`src/rtl/sec_rtc.sv`:
```
module sec_rtc #(
  parameter int unsigned TICK_DIV = 32768,
  parameter logic [31:0] VERSION  = 32'h0001_0000,
  parameter int unsigned AW       = 5
) (
  input  logic          clk,
  input  logic          rst_n,
  input  logic          psel,
  input  logic          penable,
  input  logic          pwrite,
  input  logic [AW-1:0] paddr,
  input  logic [31:0]   pwdata,
  output logic [31:0]   prdata,
  output logic          irq
);
  localparam int unsigned PW = (TICK_DIV > 1) ? $clog2(TICK_DIV) : 1;
  localparam logic [PW-1:0] PRE_LAST = PW'(TICK_DIV - 1);

  localparam logic [2:0] A_CNT  = 3'd0;
  localparam logic [2:0] A_MAT  = 3'd1;
  localparam logic [2:0] A_LOAD = 3'd2;
  localparam logic [2:0] A_CTL  = 3'd3;
  localparam logic [2:0] A_MST  = 3'd4;
  localparam logic [2:0] A_RST  = 3'd5;
  localparam logic [2:0] A_EOI  = 3'd6;
  localparam logic [2:0] A_VER  = 3'd7;

  logic [PW-1:0] pre_q;
  logic [31:0]   cnt_q, match_q, load_q, cnt_next;
  logic [3:0]    ctl_q;
  logic          load_pend, raw_q;

  logic [2:0] sel;
  logic       rd, wr, tick, eoi, ie, msk, en, wrap, masked;

  assign sel    = paddr[4:2];
  assign wr     = psel & penable & pwrite;
  assign rd     = psel & penable & ~pwrite;
  assign ie     = ctl_q[0];
  assign msk    = ctl_q[1];
  assign en     = ctl_q[2];
  assign wrap   = ctl_q[3];
  assign tick   = en && (pre_q == PRE_LAST);
  assign eoi    = rd && (sel == A_EOI);
  assign masked = raw_q & ie & ~msk;
  assign irq    = masked;

  always_comb begin
    if (load_pend)  cnt_next = load_q;
    else if (&cnt_q) cnt_next = wrap ? 32'd0 : cnt_q;
    else            cnt_next = cnt_q + 32'd1;
  end

  always_ff @(posedge clk or negedge rst_n) begin
    if (!rst_n)    pre_q <= '0;
    else if (!en || tick) pre_q <= '0;
    else           pre_q <= pre_q + 1'b1;
  end

  always_ff @(posedge clk or negedge rst_n) begin
    if (!rst_n) begin
      cnt_q     <= '0;
      match_q   <= '0;
      load_q    <= '0;
      load_pend <= 1'b0;
      ctl_q     <= '0;
    end else begin
      if (tick) cnt_q <= cnt_next;
      if (wr && sel == A_MAT) match_q <= pwdata;
      if (wr && sel == A_CTL) ctl_q <= pwdata[3:0];
      if (wr && sel == A_LOAD) begin
        load_q    <= pwdata;
        load_pend <= 1'b1;
      end else if (tick) begin
        load_pend <= 1'b0;
      end
    end
  end

  always_ff @(posedge clk or negedge rst_n) begin
    if (!rst_n)                          raw_q <= 1'b0;
    else if (tick && cnt_next == match_q) raw_q <= 1'b1;
    else if (eoi)                        raw_q <= 1'b0;
  end

  always_comb begin
    case (sel)
      A_CNT:   prdata = cnt_q;
      A_MAT:   prdata = match_q;
      A_LOAD:  prdata = load_q;
      A_CTL:   prdata = {28'd0, ctl_q};
      A_MST:   prdata = {31'd0, masked};
      A_RST:   prdata = {31'd0, raw_q};
      A_EOI:   prdata = 32'd0;
      A_VER:   prdata = VERSION;
      default: prdata = 32'd0;
    endcase
  end
endmodule

```
`config.mk`:
```
export PLATFORM = sky130hd
export DESIGN_NAME = sec_rtc
export DESIGN_NICKNAME = d
export VERILOG_FILES = /design/src/rtl/sec_rtc.sv
export SDC_FILE = /design/constraint.sdc
export NUM_CORES = 1
export LEC_CHECK = 0
export CORE_MARGIN = 8
export CORE_UTILIZATION = 65
export CTS_CLUSTER_DIAMETER = 100
export CTS_CLUSTER_SIZE = 30
export DETAILED_ROUTE_END_ITERATION = 8
export DONT_BUFFER_PORTS = 1
export HOLD_SLACK_MARGIN = 0.05
export PLACE_DENSITY = 0.82
export SKIP_LAST_GASP = 1
export SYNTH_ARGS = -nofsm -noshare
export SYNTH_HDL_FRONTEND = slang
export SYNTH_SLANG_ARGS = --single-unit
```
`constraint.sdc`:
```
create_clock -name clk -period 3.3 [get_ports clk]
set_clock_uncertainty 0.15 [all_clocks]
set_input_delay 0.66 -clock clk [delete_from_list [all_inputs] [get_ports clk]]
set_output_delay 0.66 -clock clk [all_outputs]
set_load 0.1 [all_outputs]
```
==> impl_metrics.ini <==
[global_route]
antenna_found_initial = 0
grt.total_usage_pct = 38.0
globalRouteOverflowTotal = 0
grt_pass1_wl_mm = 46.7
grt_max_degree = 118
grt_pass1_vias = 8049

[synthesis]
synth.distinct_cells = 73
ys_seq_elements = 117
muxShareOfSynthArea_pct = 13.9
syn_avg_cell_area_sq_um = 8.77
async_flop_share_pct = 100
synth_xor_area_share_pct = 6.39
yosysWarnings = 0
synth_edf_count = 0
synthesis.nets = 950
synth_ff_type = dfrtp_1
synth-simple-area-share_pct = 21.6
synth_compound_area_share_pct = 15.3
synth_top_family_by_area = simple AND/OR/NAND/NOR gates
synthesis.area_sq_um = 7950
synthAdderAreaFrac_pct = 0.315
synth_cells = 906
synth-seq-area-share_pct = 36.8

[final_layout]
drive_gt1_share_pct = 29.4
fin_nets = 1033
area_growth_pct = 22.5
fillCellCount = 675
final_cells = 1149
fin_util_pct = 81.4
final_common_cell = buf_4
final_cell_mix = 129 x buf_4, 115 x dfrtp_1, 93 x nor2_1, 73 x nand2_1, 64 x o21ai_0
stdcell_area_sq_um = 9730
antenna_cells = 0

[setup_path]
cp_slowest_stage_delay_ns = 0.39
worst_setup_path_end_kind = flip-flop
rr_worst_depth = 13
worst_ep_arrival_time_ns = 3.47
crit_family = simple AND/OR/NAND/NOR gates
worstSetupPathType = flip-flop to flip-flop
cpMostUsedCell = buf_4
path_cells = ha_2 -> nand4_1 -> nor2_1 -> buf_4 -> buf_4 -> and4_1 -> nor4_2 -> buf_4 -> nand2_1 -> o21ai_0 -> a21oi_1 -> nand4_1 -> o31ai_4
critical_path_buf_inv_count = 3
slowest_stage = dfrtp_1
cp.required_ns = 3.49
path_depth = 13
crit_path_max_fanout = 7
start_kind = flip-flop

[floorplanning]
die_area_sq_um = 16000
die_w_microns = 127
design.core.area_sq_um = 12000
ios = 75
start_util_pct = 66.4
fp.dieH_microns = 127
row_count = 40

[job]
maxCapViolations = 0

[detailed_routing]
vias_per_cell = 7.19
final_antenna_net_count = 0
vias = 8261
drt_wl_total_mm = 30.9
post-route-drc-count = 0
wl_per_cell_microns = 26.9
firstDrtPassIters = 8
drtIter0Drc = 1348

[timing]
fmax_mhz = 305
timing.hold.ws_ns = -0.230
finalCriticalPeriod_ns = 3.28
max_slew_margin_pct = 51.4
tightest_slew_ns = 0.748
post-route-period-util_pct = 99.5
setup_violations = 0
finalHoldViolCount = 117
slew_violations = 0

[power]
vdd_ir_drop_max_mv = 0.612
p_leak_uw = 0.00427
power_uw = 5190
powerDensity_nw_per_um2 = 533

[clock_tree]
worstSkewPairLatency_ns = 0.43
clkTransAtPathRegs_ns = 0.06
numCtsBuffers = 17
clkSinkCount = 117
cts_max_level = 4
cts_tree = done
cts_root_buffer = clkbuf_16
clk_path_buf_depth = 2

[placement]
io_buffers = 0
dp_hpwl_mm = 21.0
placed_cells = 1115
placed_cell_area_sq_um = 9010
routabilityCongestion = 1.00

[run_status]
status = finished with violations
violations = negative hold slack

[hold_path]
min_path_type = primary input to asynchronous set/reset pin
-- cell type report --
class	count	area (sq um)	share of cell area [%]
Sequential cell	117	2930	30.1
Inverter	24	90.1	0.926
Tap cell	147	184	1.89
Multi-Input combinational cell	698	4920	50.6
Clock inverter	13	143	1.47
Clock buffer	19	453	4.65
Timing Repair Buffer	131	1010	10.4
-- flip-flops by register name, summed over array words and instances (netlist names) --
| signal | cells |
|---|---|
| load_q | 32 |
| match_q | 32 |
| raw_q | 1 |
| ctl_q | 4 |
| cnt_q | 32 |
| pre_q | 15 |
| load_pend | 1 |
-- report_power, final --
group	switching [uW]	leakage, uW	total, uW	internal [uW]
combinational	864	0.00246	1380	511
clock	736	0.000291	1900	1160
sequential	303	0.00152	1920	1620
-- cell usage after synthesis, types with 5 or more instances --
library cell | n | area, sq um
nor2_1 | 121 | 454
dfrtp_1 | 117 | 2930
nand2_1 | 73 | 274
a21oi_1 | 65 | 325
o21ai_0 | 64 | 320
mux2_2 | 55 | 619
mux2i_1 | 38 | 380
clkbuf_1 | 33 | 124
nand3_1 | 33 | 165
xor2_1 | 30 | 263
xnor2_1 | 28 | 245
nand4_1 | 26 | 163
inv_1 | 24 | 90.1
nor3_1 | 18 | 90.1
buf_2 | 13 | 65.1
nor4_1 | 13 | 81.3
and3_1 | 12 | 75.1
a31oi_1 | 10 | 62.6
a22oi_1 | 9 | 67.6
buf_6 | 8 | 90.1
nor2b_1 | 7 | 43.8
a211oi_1 | 6 | 45.0
buf_1 | 6 | 22.5
and2_1 | 5 | 31.3
and4_1 | 5 | 43.8
o31ai_1 | 5 | 37.5
-- metal layers --
metal  part of all wire [%]  wire (microns)  up-vias  track usage, %
met2                     45           14000      706            58.3
met3                     13            3990      183            9.43
met4                    6.4            1970        0            23.8
met5                      0               0        -               0
li1                       -               -     3429               -
met1                     36           11000     3943            47.5
-- through the flow --
step | setup TNS (ns) | hold slack [ns] | setup WS, ns
2_1_floorplan | -0.504 | 0.214 | -0.504
3_3_place_gp | -0.00333 | 0.218 | -0.00333
3_5_place_dp | -0.119 | 0.218 | -0.119
4_1_cts | 0 | -0.236 | 0.0154
5_1_grt | -0.0466 | -0.235 | -0.0466
6_report | 0 | -0.230 | 0.0167
-- kinds of logic (layout without fill, tap and decap cells) --
logic type | Yosys count | count (layout)
fa+ha+maj | 2 | 2
compound gates | 199 | 199
buf+inv | 91 | 187
mux | 98 | 98
simple gates | 341 | 341
flops | 117 | 117
xor+xnor | 58 | 58
-- worst paths after layout --
| path | slack [ns] | from | end |
|---|---|---|---|
| worst min register to register | 0.36 | pre_q[0] | pre_q[0] |
| worst max register to register | 0.02 | cnt_q[0] | raw_q |
| max in group asynchronous | 3.09 | rst_n | match_q[18] |
| worst min-delay path | -0.23 | rst_n | pre_q[2] |
| min in group clk | 0.20 | pwdata[27] | load_q[27] |
| worst max-delay path | 0.02 | cnt_q[0] | raw_q |
-- timing repair --
item / CTS / global route
gates resized for setup: 3 / 21
endpoints found under the setup margin: 1 / 1
cloned: 0 / 0
pin swaps: 0 / 5
setup buffers: 0 / 2
endpoints found under the hold margin: 117 / 117
Note: power is estimated with default switching activity, not from simulation.
